--- config.mk ---
export PLATFORM = sky130hd
export DESIGN_NAME = regw_adapter
export DESIGN_NICKNAME = d
export VERILOG_FILES = /design/src/rtl/regw_pkg.sv /design/src/rtl/regw_decode.sv /design/src/rtl/regw_lane.sv /design/src/rtl/regw_adapter.sv
export SDC_FILE = /design/constraint.sdc
export NUM_CORES = 1
export LEC_CHECK = 0
export BUFFER_PORTS_ARGS = -buffer_cell sky130_fd_sc_hd__buf_4
export CORE_MARGIN = 4
export CORE_UTILIZATION = 57
export CTS_BUF_LIST = sky130_fd_sc_hd__clkbuf_8
export DETAILED_ROUTE_END_ITERATION = 10
export GPL_ROUTABILITY_DRIVEN = 0
export GPL_TIMING_DRIVEN = 0
export PLACE_DENSITY = 0.81
export SLEW_MARGIN = 40
export SYNTH_ARGS = -nofsm -noshare
export SYNTH_HDL_FRONTEND = slang
export SYNTH_HIERARCHICAL = 1
export SYNTH_SLANG_ARGS = --single-unit
--- constraint.sdc ---
create_clock -name clk -period 3.8 [get_ports clk]
set_input_delay 0.19 -clock clk [delete_from_list [all_inputs] [get_ports clk]]
set_output_delay 0.19 -clock clk [all_outputs]
set_load 0.05 [all_outputs]
--- src/rtl/regw_pkg.sv ---
// Shared types and the group width map for the register access width adapter.
// Assumes a 512-byte window split into 128 groups of 4 bytes.
package regw_pkg;

    localparam int GRP_W    = 7;
    localparam int WIN_BYTE = 4 << GRP_W;

    typedef enum logic [1:0] {
        ST_IDLE = 2'd0,
        ST_BUSY = 2'd1,
        ST_DONE = 2'd2
    } seq_st_t;

    // Width code of a group: 0 unmapped, 1 byte, 2 halfword, 3 word.
    function automatic logic [1:0] grp_code(input logic [GRP_W-1:0] g);
        logic [1:0] c;
        if (g < 7'd16)       c = 2'd1;
        else if (g < 7'd28)  c = 2'd2;
        else if (g < 7'd40)  c = 2'd3;
        else if (g < 7'd48)  c = 2'd0;
        else if (g < 7'd64)  c = g[0] ? 2'd2 : 2'd3;
        else                 c = 2'd1;
        return c;
    endfunction

    // Mask of the low bytes covered by a size code.
    function automatic logic [31:0] size_mask(input logic [1:0] s);
        logic [31:0] m;
        case (s)
            2'd0:    m = 32'h0000_00ff;
            2'd1:    m = 32'h0000_ffff;
            default: m = 32'hffff_ffff;
        endcase
        return m;
    endfunction

endpackage

--- src/rtl/regw_decode.sv ---
// Request decoder: looks up the native width of the addressed group and plans
// the backend sequence. Purely combinational; assumes a byte address.
module regw_decode
    import regw_pkg::*;
#(
    parameter int ADDR_W = 10
) (
    input  logic [ADDR_W-1:0] addr,
    input  logic [1:0]        size,
    output logic              err,
    output logic [1:0]        nat_log,
    output logic              narrow,
    output logic [ADDR_W-1:0] base,
    output logic [1:0]        last
);
    localparam logic [ADDR_W-1:0] WIN_LIM = ADDR_W'(WIN_BYTE);

    logic [1:0] code;
    logic       misal;

    // Look up the group width and classify the request.
    always_comb begin
        code    = grp_code(addr[GRP_W+1:2]);
        nat_log = (code == 2'd0) ? 2'd0 : code - 2'd1;
        misal   = ((size == 2'd1) && addr[0]) ||
                  ((size == 2'd2) && (addr[1:0] != 2'd0));
        err     = (addr >= WIN_LIM) || (size == 2'd3) || (code == 2'd0) || misal;
        narrow  = (size < nat_log);
        base    = narrow ? (addr & ~((ADDR_W'(1) << nat_log) - ADDR_W'(1))) : addr;
        last    = narrow ? 2'd0 : 2'((3'd1 << (size - nat_log)) - 3'd1);
    end

endmodule

--- src/rtl/regw_lane.sv ---
// Big-endian lane logic: extracts a narrow field from a native register value
// and merges narrow write data into it. Assumes the narrow access is aligned.
module regw_lane
    import regw_pkg::*;
(
    input  logic [31:0] nat_val,
    input  logic [1:0]  nat_log,
    input  logic [1:0]  sub_log,
    input  logic [1:0]  addr_lo,
    input  logic [31:0] sub_wdata,
    output logic [31:0] sub_rdata,
    output logic [31:0] merged
);
    logic [2:0]  off;
    logic [2:0]  gap;
    logic [4:0]  sh;
    logic [31:0] smask;

    // Bit distance of the addressed lane from bit 0 of the native value.
    always_comb begin
        off       = {1'b0, addr_lo & 2'((3'd1 << nat_log) - 3'd1)};
        gap       = (3'd1 << nat_log) - (3'd1 << sub_log) - off;
        sh        = {gap[1:0], 3'b000};
        smask     = size_mask(sub_log);
        sub_rdata = (nat_val >> sh) & smask;
        merged    = (nat_val & ~(smask << sh)) | ((sub_wdata & smask) << sh);
    end

endmodule

--- src/rtl/regw_adapter.sv ---
// Register access width adapter top. Takes one bus request at a time, issues
// one native-width backend access per cycle, and pulses req_ready once the last
// access is done. Assumes the master holds the request stable until req_ready
// and that the backend returns read data in the cycle of the access.
module regw_adapter
    import regw_pkg::*;
#(
    parameter int ADDR_W = 10
) (
    input  logic              clk,
    input  logic              rst_n,
    input  logic              req_valid,
    input  logic              req_write,
    input  logic [1:0]        req_size,
    input  logic [ADDR_W-1:0] req_addr,
    input  logic [31:0]       req_wdata,
    output logic              req_ready,
    output logic [31:0]       rsp_rdata,
    output logic              rsp_err,
    output logic              be_valid,
    output logic              be_write,
    output logic [1:0]        be_size,
    output logic [ADDR_W-1:0] be_addr,
    output logic [31:0]       be_wdata,
    input  logic [31:0]       be_rdata
);
    seq_st_t           st;
    logic              r_wr, r_err, r_narrow, ph;
    logic [1:0]        r_sz, r_nl, r_last, k;
    logic [ADDR_W-1:0] r_addr, r_base;
    logic [31:0]       r_wd, acc;

    logic              d_err, d_narrow;
    logic [1:0]        d_nl, d_last;
    logic [ADDR_W-1:0] d_base;
    logic [31:0]       lane_rd, lane_merged, nmask, slice;
    logic [1:0]        idx;

    regw_decode #(.ADDR_W(ADDR_W)) u_dec (
        .addr    (req_addr),
        .size    (req_size),
        .err     (d_err),
        .nat_log (d_nl),
        .narrow  (d_narrow),
        .base    (d_base),
        .last    (d_last)
    );

    regw_lane u_lane (
        .nat_val   (acc),
        .nat_log   (r_nl),
        .sub_log   (r_sz),
        .addr_lo   (r_addr[1:0]),
        .sub_wdata (r_wd),
        .sub_rdata (lane_rd),
        .merged    (lane_merged)
    );

    // Backend access for the current step of the sequence.
    always_comb begin
        nmask    = size_mask(r_nl);
        idx      = r_last - k;
        slice    = (r_wd >> (32'(idx) * (32'd8 << r_nl))) & nmask;
        be_valid = (st == ST_BUSY);
        be_write = r_wr && (!r_narrow || ph);
        be_size  = r_nl;
        be_addr  = r_base + (ADDR_W'(k) << r_nl);
        be_wdata = r_narrow ? lane_merged : slice;
    end

    // Completion outputs, present only in the done cycle.
    always_comb begin
        req_ready = (st == ST_DONE);
        rsp_err   = (st == ST_DONE) && r_err;
        rsp_rdata = ((st == ST_DONE) && !r_wr && !r_err) ? (r_narrow ? lane_rd : acc) : 32'd0;
    end

    // Sequencer: accept, step through backend accesses, complete.
    always_ff @(posedge clk) begin
        if (!rst_n) begin
            st       <= ST_IDLE;
            r_wr     <= 1'b0;
            r_err    <= 1'b0;
            r_narrow <= 1'b0;
            ph       <= 1'b0;
            r_sz     <= 2'd0;
            r_nl     <= 2'd0;
            r_last   <= 2'd0;
            k        <= 2'd0;
            r_addr   <= '0;
            r_base   <= '0;
            r_wd     <= 32'd0;
            acc      <= 32'd0;
        end else begin
            case (st)
                ST_IDLE: if (req_valid) begin
                    r_wr     <= req_write;
                    r_sz     <= req_size;
                    r_addr   <= req_addr;
                    r_wd     <= req_wdata;
                    r_err    <= d_err;
                    r_nl     <= d_nl;
                    r_narrow <= d_narrow;
                    r_base   <= d_base;
                    r_last   <= d_last;
                    k        <= 2'd0;
                    ph       <= 1'b0;
                    acc      <= 32'd0;
                    st       <= d_err ? ST_DONE : ST_BUSY;
                end
                ST_BUSY: begin
                    if (!be_write)
                        acc <= r_narrow ? (be_rdata & nmask)
                                        : ((acc << (32'd8 << r_nl)) | (be_rdata & nmask));
                    if (r_narrow && r_wr && !ph)
                        ph <= 1'b1;
                    else if (k == r_last)
                        st <= ST_DONE;
                    else
                        k <= k + 2'd1;
                end
                default: st <= ST_IDLE;
            endcase
        end
    end

endmodule

## Word level (Yosys, flattened, before mapping)

Cells that the tools add are included.

| operators by class | value |
|---|---|
| muxes and demuxes | 30 |
| reductions and logical operators | 28 |
| eq/ne operators | 14 |
| bitwise logic cells | 11 |
| shift-type cells | 11 |
| $lt $le $gt $ge | 7 |
| add/subtract/negate cells | 10 |
| $mul | 1 |

Operator list:

| operator | count |
|---|---|
| 32-bit 2-to-1 mux | 6 |
| 32-bit one-hot mux with 2 select lines | 3 |
| 32-bit bitwise AND | 5 |
| 32-bit OR | 2 |
| 32-bit by 5-bit left shift with 32-bit output | 2 |
| 2-bit by 32-bit multiplier with 32-bit output | 1 |
| 32-bit inverter | 1 |
| 32-bit by 32-bit left shift with 32-bit output | 1 |
| 4-bit by 2-bit left shift with 32-bit output, first input constant | 1 |
| 32-bit by 32-bit right shift with 32-bit output | 1 |
| 32-bit by 5-bit right shift with 32-bit output | 1 |
| 2-bit 2-to-1 mux | 14 |
| 7-bit by 5-bit < comparator with 1-bit output, second input constant | 2 |
| 7-bit by 6-bit < comparator with 1-bit output, second input constant | 2 |
| 10-bit adder | 1 |
| 10-bit bitwise AND | 1 |
| 10-bit greater-or-equal comparator, second input constant | 1 |
| 10-bit 2-to-1 mux | 1 |
| 10-bit inverter | 1 |
| 1-bit by 2-bit left shift with 10-bit output, first input constant | 1 |
| 2-bit by 2-bit left shift with 10-bit output | 1 |
| 10-bit by 1-bit subtractor with 10-bit output, second input constant | 1 |
| 3-bit AND reduction | 3 |
| 2-bit by 1-bit == test with 1-bit output, second input constant | 4 |
| 21 further kinds | 55 |

| storage, ports and cells | value |
|---|---|
| register bits | 90 |
| input bits | 80 |
| output and inout bits | 80 |

## Longest topological paths before layout

Gate-level depths: netlist of the first run.

| depth | value |
|---|---|
| depth in word-level cells | 13 |
| mapped depth | 13 |

## By module

The synthesis of the first run kept the hierarchy.

By module, submodules not included:

| module | seq. area each (um^2) | times used | area an instance (um^2) | cells an instance |
|---|---|---|---|---|
| regw_adapter | 1801.7 | 1 | 5531.6 | 698 |
| regw_lane | 0.0 | 1 | 1493.9 | 213 |
| regw_decode | 0.0 | 1 | 185.2 | 31 |

## Worst setup path before layout of the first run

Ideal clock, no wire load.

| path | value |
|---|---|
| kind | flip-flop to output port |
| from | register r_nl[1] (netlist: be_size[1]) |
| to | output port rsp_rdata[2] |
| slack | -0.202 ns |
| required time | 3.610 ns |
| cell stages (with the launch flop) | 12 |
| data arrival time | 3.812 ns |
| cells stage by stage | dfxtp_1 -> or2_2 -> and2_1 -> fa_1 -> clkbuf_1 -> clkbuf_1 -> clkbuf_1 -> clkbuf_1 -> nor2_1 -> a31oi_1 -> nand2_1 -> a21oi_1 |

| on the way | value |
|---|---|
| cells in the longest elaborated chain, start to end | 8 |
| elaborated cells on any way between the ends | 9 |

RTL lines:

| item | line | source |
|---|---|---|
| from (decl) | regw_adapter.sv:29 | `logic [1:0] r_sz, r_nl, r_last, k;` |
| from (signal assigned) | regw_adapter.sv:102 | `r_nl <= d_nl;` |
| 1-bit by 2-bit left shift with 2-bit output * | regw_lane.sv:21, regw_lane.sv:22 |  |
| 2-bit by 1-bit subtractor with 2-bit output | regw_lane.sv:21 | `off = {1'b0, addr_lo & 2'((3'd1 << nat_log) - 3'd1)};` |
| 2-bit bitwise AND | regw_lane.sv:21 |  |
| 2-bit subtractor * | regw_lane.sv:22 | `gap = (3'd1 << nat_log) - (3'd1 << sub_log) - off;` |
| 32-bit by 5-bit right shift with 32-bit output * | regw_lane.sv:25 | `sub_rdata = (nat_val >> sh) & smask;` |
| 32-bit bitwise AND * | regw_lane.sv:25 |  |
| via lane_rd[2] | regw_adapter.sv:36 | `logic [31:0] lane_rd, lane_merged, nmask, slice;` |
| 32-bit 2-to-1 mux * (2 in series) | regw_adapter.sv:75 | `rsp_rdata = ((st == ST_DONE) && !r_wr && !r_err) ? (r_narrow ? lane_rd : acc) : 32'd0;` |
| to (decl) | regw_adapter.sv:18 | `output logic [31:0] rsp_rdata,` |

The timed path passes the listed nets; every way through them passes the cells marked *.

## Worst setup path after layout of the first run

| path | value |
|---|---|
| from | register r_nl[0] (netlist: be_size[0]) |
| to | output port be_wdata[8] |

| on the way | value |
|---|---|
| cells in the longest elaborated chain, start to end | 9 |
| elaborated cells on any way between the ends | 18 |

RTL lines:

| item | line | source |
|---|---|---|
| 1-bit by 2-bit left shift with 2-bit output * | regw_lane.sv:21, regw_lane.sv:22 |  |
| 2-bit by 1-bit subtractor with 2-bit output | regw_lane.sv:21 |  |
| 2-bit bitwise AND | regw_lane.sv:21 |  |
| 2-bit subtractor * | regw_lane.sv:22 |  |
| 32-bit by 5-bit left shift with 32-bit output | regw_lane.sv:26 | `merged = (nat_val & ~(smask << sh)) \| ((sub_wdata & smask) << sh);` |
| 32-bit inverter | regw_lane.sv:26 |  |
| 32-bit bitwise AND | regw_lane.sv:26 |  |
| 32-bit OR * | regw_lane.sv:26 |  |
| via lane_merged[8] | regw_adapter.sv:36 |  |
| 32-bit 2-to-1 mux * | regw_adapter.sv:68 | `be_wdata = r_narrow ? lane_merged : slice;` |
| to (decl) | regw_adapter.sv:24 | `output logic [31:0] be_wdata,` |

Marked as above.

==> summary.txt, run 1 <==
Detailed routing
  – Vias: 7936
  – Vias per Instance: 6.205
  – DRC: 0
  – Initial DRC Count: 1141
  – Wire per inst: 19.51 um
  – Pre-antenna DRT Iters: 7
  – Antenna Nets Post-Route: 0
  – Routed wire length: 24950 um

STA
  – Final Hold Fails: 0
  – Min Clock Period, post-route: 3.712 ns
  – Fmax achieved: 0.2694 GHz
  – Final-report max-slew violation count: 0
  – Total negative slack: 0 ns
  – Post-route setup slack: 0.08771 ns
  – Slew @ Worst Pin: 0.8742 ns
  – Fin crit share: 0.9769
  – Clk_skew: 0.01112 ns
  – Final hold slack: 0.03820 ns
  – Max-Slew Margin vs Limit: 0.4172
  – Final setup violation count: 0
  – RSZ-0062 raised after global routing: true

Logic synthesis
  – Asr flop ratio synth: 0
  – Net count after synthesis: 1036
  – Post-synth design cell area: 0.007211 sq mm
  – Synth top area share: 0.2499
  – Number of synthesized flops with an enable pin: 0
  – Cell with the most instances after synthesis: nand2_1
  – Main area contributors after synthesis: dfxtp_1, nand2_1, mux2i_1, a21boi_1, mux2_2
  – Synth Register Bits: 90
  – YS warnings: 6
  – Avg Inst Size Synth: 7.655 sq um
  – Post-synth top area cell: dfxtp_1
  – Library cells used by synthesis: 65
  – Sequential share of the synthesized area: 0.2499
  – Post-synthesis cell count: 942
  – Commonest cells in the netlist: nand2_1, dfxtp_1, a21boi_1
  – Ys flop type: dfxtp_1

Place
  – DPL Wire Length: 18990 um
  – Port bufs: 157
  – Placed Cells: 1267
  – Setup Slack @ Placement: -0.3349 ns

Critical path
  – Max stage delay on crit path: 0.40 ns
  – CP Class: flip-flop to output port
  – Delay-heaviest family, CP: compound AO/OA/AOI/OAI gates
  – CP dominant cell by count: and2_1
  – Critical Path AT: 3.52 ns
  – Critical Path RT: 3.61 ns
  – Buf/Inv on CP: 3
  – CP startpoint kind: flip-flop
  – Max stage delay cell, worst path: dfxtp_2
  – Critical path fanouts, max: 10
  – CP Cell Sequence: or2_2, and2_1, fa_2, xnor3_1, buf_6, clkbuf_4, a21o_4, a22o_1, and2_1, a221o_1, buf_4
  – Crit end category: output port

Die
  – Die X: 120.5 um
  – Row cnt: 40
  – I/O pin cnt: 160
  – Core ar.: 0.01221 sq mm
  – Die area: 0.01451 sq mm
  – Die Height: 120.5 um
  – Initial Util: 0.5905

Clock network
  – Cts bufs inserted: 9
  – CTS root buffer: clkbuf_8
  – Clock Tree Buf Depth: 2
  – # clock sinks: 90
  – Post-CTS setup buffers: 0
  – Clk_lat worst skew: 0.38 ns
  – CTS H-tree depth: 3
  – CTS tree: done
  – Clock slew at reported path FFs: 0.09 ns

Global routing
  – Initial antenna violation count: 0
  – First-pass GRT wire length: 38960 um
  – Number of global-route vias before repair: 7513
  – Global-route usage over all layers: 0.3365
  – Pin count of the biggest net entering global routing: 17
  – Global route overflow: 0

Pwr
  – Leak: 3.622 nW
  – Power density cells: 297.8 mW/mm^2
  – VDD IR max: 0.3170 mV

Run
  – Max-capacitance violation count: 0

Status
  – Outcome: completed

Layout
  – Final Net Count: 1200
  – Ant. Diodes: 0
  – Area Growth Syn to Fin: 23.95%
  – Finished Layout Cells: 1279
  – Fraction of layout cells with a size suffix above 1: 0.2583

Worst hold path
  – Worst min path class: input port to flip-flop
==> flip-flops by register name (all words and copies together) (netlist names) <==
register	cells
r_wr	1
r_narrow	1
r_wd	32
r_sz	2
r_err	1
r_base	10
st	2
acc	32
k	2
r_addr	2
ph	1
be_size	2
r_last	2
==> repair_timing <==
action                                  CTS  global route
endpoints found under the setup margin   68            61
pin swaps                                 1             3
hold buffers                              0             0
resized for setup                        21            31
==> kinds of logic after synthesis <==
| family | share of synthesized area |
|---|---|
| AND/OR/NAND/NOR | 0.2455 |
| flip-flops | 0.2499 |
| multiplexers | 0.1428 |
| AO/OA/AOI/OAI | 0.2507 |
| XOR/XNOR | 0.02238 |
| buffers and inverters | 0.06021 |
| adder cells (fa/ha/maj) | 0.02846 |
==> final cells by class <==
type	count	area (sq um)
clock buffers	9	123.9
inverters	21	81.33
flip-flops and latches	90	1810
clock inverters	7	76.32
plain buffers	78	370.4
repair buffers	157	1197
well taps	168	210.2
multi-input cells	749	5067
fillers	1044	3274
==> report_power, final <==
group          internal, mW  leakage [nW]  switching, mW
clock network         0.309        0.0962          0.383
logic                 0.355          2.79          0.563
registers             0.985         0.736         0.0662
==> metal layers <==
layer | wire length [um] | GRT usage | vias up
li1 | - | - | 3642
met1 | 9973 | 0.4410 | 3630
met2 | 10990 | 0.5257 | 561
met3 | 2961 | 0.08793 | 103
met4 | 1031 | 0.1402 | 0
met5 | 0 | 0 | -
==> per-stage QoR <==
step	utilization	area (sq um)	power, mW
2_1_floorplan	-	7246	1.663
3_3_place_gp	0.7071	8635	1.922
3_5_place_dp	0.7071	8635	1.935
4_1_cts	0.7262	8869	2.622
5_1_grt	0.7319	8937	2.765
6_report	0.7319	8937	2.661
==> tightest hold or removal path, delay by kind of cell <==
kind            cells  cell delay [ns]
buf+inv             1             0.08
simple gates        1             0.06
compound gates      1             0.05
==> worst paths after layout <==
kind	cells past startpoint	end	from	slack, ns
hold / removal	3	r_base[3]$_SDFFE_PN0P_	req_addr[3]	0.04
setup reg to reg	7	acc[9]$_SDFFE_PN0P_	r_narrow$_SDFFE_PN0P_	1.54
setup / recovery	11	be_wdata[8]	be_size[0]$_SDFFE_PN0P_	0.09
hold reg to reg	2	r_last[0]$_SDFFE_PN0P_	r_last[0]$_SDFFE_PN0P_	0.46
==> cells in the final DEF, fill, tap and decap left out, drive strengths merged, types with 3 or more instances in the layout <==
cell type | Yosys | layout
a211oi | 3 | 3
a21boi | 71 | 71
a21o | 9 | 9
a21oi | 35 | 35
a221o | 18 | 18
a22o | 10 | 10
a22oi | 16 | 16
a31oi | 13 | 13
a32o | 16 | 16
and2 | 37 | 37
and3 | 3 | 3
buf | 16 | 176
clkbuf | 65 | 67
dfxtp | 90 | 90
fa | 4 | 4
ha | 10 | 10
inv | 21 | 23
mux2 | 37 | 37
mux2i | 60 | 60
nand2 | 177 | 177
nand2b | 13 | 13
nand3 | 37 | 37
nor2 | 65 | 65
nor2b | 16 | 16
nor3 | 3 | 3
nor3b | 10 | 10
o21ai | 39 | 39
o221ai | 8 | 8
or2 | 7 | 7
xnor2 | 6 | 6
xor2 | 5 | 5
No activity file was read; power rests on OpenSTA's default activity.
==> run 2: changes to the inputs <==
- PLACE_DENSITY: 0.81 -> 0.82
- SYNTH_HIERARCHICAL: 1 -> default
==> summary.txt, run 2 <==
Logic synthesis
  – Cell with the most instances after synthesis: nand2_1
  – Net count after synthesis: 1026
  – Ys flop type: dfxtp_1
  – Synth Register Bits: 90
  – Post-synthesis cell count: 931
  – Library cells used by synthesis: 63
  – Sequential share of the synthesized area: 0.2612
  – YS warnings: 0
  – Post-synth design cell area: 0.006898 sq mm
  – Synth top area share: 0.2612
  – Main area contributors after synthesis: dfxtp_1, nand2_1, a21boi_0, a22oi_1, a21oi_1
  – Avg Inst Size Synth: 7.409 sq um
  – Number of synthesized flops with an enable pin: 0
  – Asr flop ratio synth: 0
  – Commonest cells in the netlist: nand2_1, dfxtp_1, a21oi_1
  – Post-synth top area cell: dfxtp_1

Die
  – Row cnt: 39
  – Die X: 118.0 um
  – Die area: 0.01393 sq mm
  – Die Height: 118.0 um
  – Core ar.: 0.01161 sq mm
  – I/O pin cnt: 160
  – Initial Util: 0.5939

STA
  – Max-Slew Margin vs Limit: 0.5191
  – Final Hold Fails: 0
  – Final setup violation count: 0
  – Fmax achieved: 0.2661 GHz
  – Final-report max-slew violation count: 0
  – Post-route setup slack: 0.04182 ns
  – Clk_skew: 0.01634 ns
  – Fin crit share: 0.9890
  – Min Clock Period, post-route: 3.758 ns
  – Slew @ Worst Pin: 0.7213 ns

Global routing
  – Initial antenna violation count: 0
  – Number of global-route vias before repair: 7228
  – Pin count of the biggest net entering global routing: 16
  – Global-route usage over all layers: 0.3558
  – First-pass GRT wire length: 39680 um
  – Global route overflow: 0

Place
  – DPL Wire Length: 19130 um
  – Post-DP Area: 0.008617 sq mm
  – Placed Cells: 1232
  – Port bufs: 158
  – Setup Slack @ Placement: -0.6809 ns

Critical path
  – Crit path launch: r_last[0]$_SDFFE_PN0P_
  – RR Startpoint: st[1]$_SDFFE_PN0P_
  – CP dominant cell by count: inv_1
  – CP Class: flip-flop to output port
  – CP startpoint kind: flip-flop
  – Critical Path AT: 3.57 ns
  – Crit end category: output port
  – CP Cell Sequence: inv_1, ha_2, xor2_1, nor2_1, ha_2, inv_1, fa_1, nor4bb_4, inv_1, a2111oi_4, and2_1, buf_6, a22oi_1, o21ai_2, buf_6
  – Critical path fanouts, max: 8
  – Max stage delay cell, worst path: fa_1
  – Buf/Inv on CP: 5
  – Max stage delay on crit path: 0.50 ns
  – Critical Path RT: 3.61 ns
  – Delay-heaviest family, CP: adder cells

Detailed routing
  – Top Layer Used: met4
  – Initial DRC Count: 1197
  – Pre-antenna DRT Iters: 6
  – Met1 Wirelength: 10300 um
  – Routed wire length: 25660 um
  – Antenna Nets Post-Route: 0
  – Met2 wire len: 10790 um
  – Vias: 8017
  – DRC: 0
  – Wire per inst: 20.42 um
  – Vias per Instance: 6.378
  – WL met3: 3101 um

Pwr
  – Flop pwr share: 0.353
  – Design internal power: 1.721 mW
  – Clock group share of total power: 0.195
  – VDD IR max: 0.2769 mV
  – Switching power: 1.427 mW
  – Overall power: 3.148 mW
  – Comb pwr share: 0.452
  – Leak: 3.527 nW
  – Power density cells: 346.4 mW/mm^2
  – Switch share: 0.4532

Layout
  – Fraction of layout cells with a size suffix above 1: 0.2801
  – Ant. Diodes: 0
  – Finished Layout Cells: 1257
  – Post-route core utilization: 0.7825
  – Cell area after layout: 0.009087 sq mm
  – Largest registers: acc: 32 flops, r_wd: 32 flops, r_base: 10 flops
  – Final Net Count: 1204
  – Most common cell after layout, fill and taps aside: nand2_1
  – Filler Cell Count: 902
  – Area Growth Syn to Fin: 31.74%
  – Most frequent cells in the layout: nand2_1, buf_4, dfxtp_1

Worst hold path
  – Worst Min Path Start: req_wdata[31]
  – Worst min path class: input port to flip-flop

Clock network
  – CTS root buffer: clkbuf_8
  – Clock Tree Buf Depth: 2
  – CTS tree: done
  – Hold_buf cts: 0
  – Clk_lat worst skew: 0.39 ns
  – Cts bufs inserted: 9
  – CTS H-tree depth: 3
  – # clock sinks: 90
  – Clock slew at reported path FFs: 0.10 ns

Run
  – Max-capacitance violation count: 0

Status
  – Outcome: completed
-- run 2: cell type report --
type | count | area [sq um] | share of cell area
repair buffers | 171 | 1326 | 0.1459
well taps | 143 | 178.9 | 0.01969
inverters | 22 | 87.58 | 0.009638
plain buffers | 66 | 305.3 | 0.03359
clock buffers | 9 | 123.9 | 0.01363
clock inverters | 7 | 47.55 | 0.005232
flip-flops and latches | 90 | 1807 | 0.1988
multi-input cells | 749 | 5211 | 0.5735
-- run 2: what timing repair did --
action / in CTS / in global routing
resized for setup: 24 / 34
setup endpoints to repair: 66 / 65
gates cloned: 0 / 0
pin swaps: 5 / 8
buffers inserted: 6 / 7
-- run 2: routing by layer --
metal  vias to the layer above  global-route usage
met3                       126              0.1014
met4                         0              0.1751
met1                      3629              0.4714
met5                         -                   0
li1                       3681                   -
met2                       581              0.5304
-- run 2: per-stage QoR --
stage / hold slack, ns / setup TNS [ns]
after CTS: 0.04473 / 0
after global routing: 0.04513 / -0.4141
after global placement: 0.4480 / -25.44
after detailed placement: 0.4579 / -25.07
final: 0.04447 / 0
after floorplan: 0.3349 / 0
-- run 2: kinds of logic (layout without fill, tap and decap cells) --
group / Yosys count / after routing / share of synthesized area
AND/OR/NAND/NOR: 375 / 375 / 0.2505
AO/OA/AOI/OAI: 296 / 296 / 0.2971
buffers and inverters: 92 / 275 / 0.05496
flip-flops: 90 / 90 / 0.2612
multiplexers: 47 / 47 / 0.07455
XOR/XNOR: 16 / 16 / 0.03011
adder cells (fa/ha/maj): 15 / 15 / 0.03156
-- run 2: path summary, 6_finish.rpt --
| path | endpoint | slack [ns] | cells past startpoint |
|---|---|---|---|
| worst min register to register | r_base[3]$_SDFFE_PN0P_ | 0.47 | 2 |
| worst max register to register | acc[18]$_SDFFE_PN0P_ | 1.44 | 10 |
| worst max-delay path | be_wdata[30] | 0.04 | 15 |
| worst min-delay path | r_wd[31]$_SDFFE_PN0P_ | 0.04 | 3 |
-- run 2: power groups by stage --
stage / sequential [mW] / clock [mW] / combinational, mW
2_1_floorplan: 1.08 / 0 / 0.952
3_3_place_gp: 1.12 / 0 / 1.30
3_5_place_dp: 1.12 / 0 / 1.31
4_1_cts: 1.10 / 0.609 / 1.35
5_1_grt: 1.11 / 0.655 / 1.52
6_report: 1.11 / 0.614 / 1.42
-- run 2: worst reg2reg max path, cell delays in order (launching register included) --
cell and delay [ns]:
dfxtp_1 0.32, clkbuf_1 0.28, nand2b_1 0.15, clkbuf_1 0.29
a21o_1 0.23, and2_1 0.15, clkbuf_1 0.27, buf_2 0.27
nor3_1 0.08, a21oi_1 0.15, nor2b_1 0.06
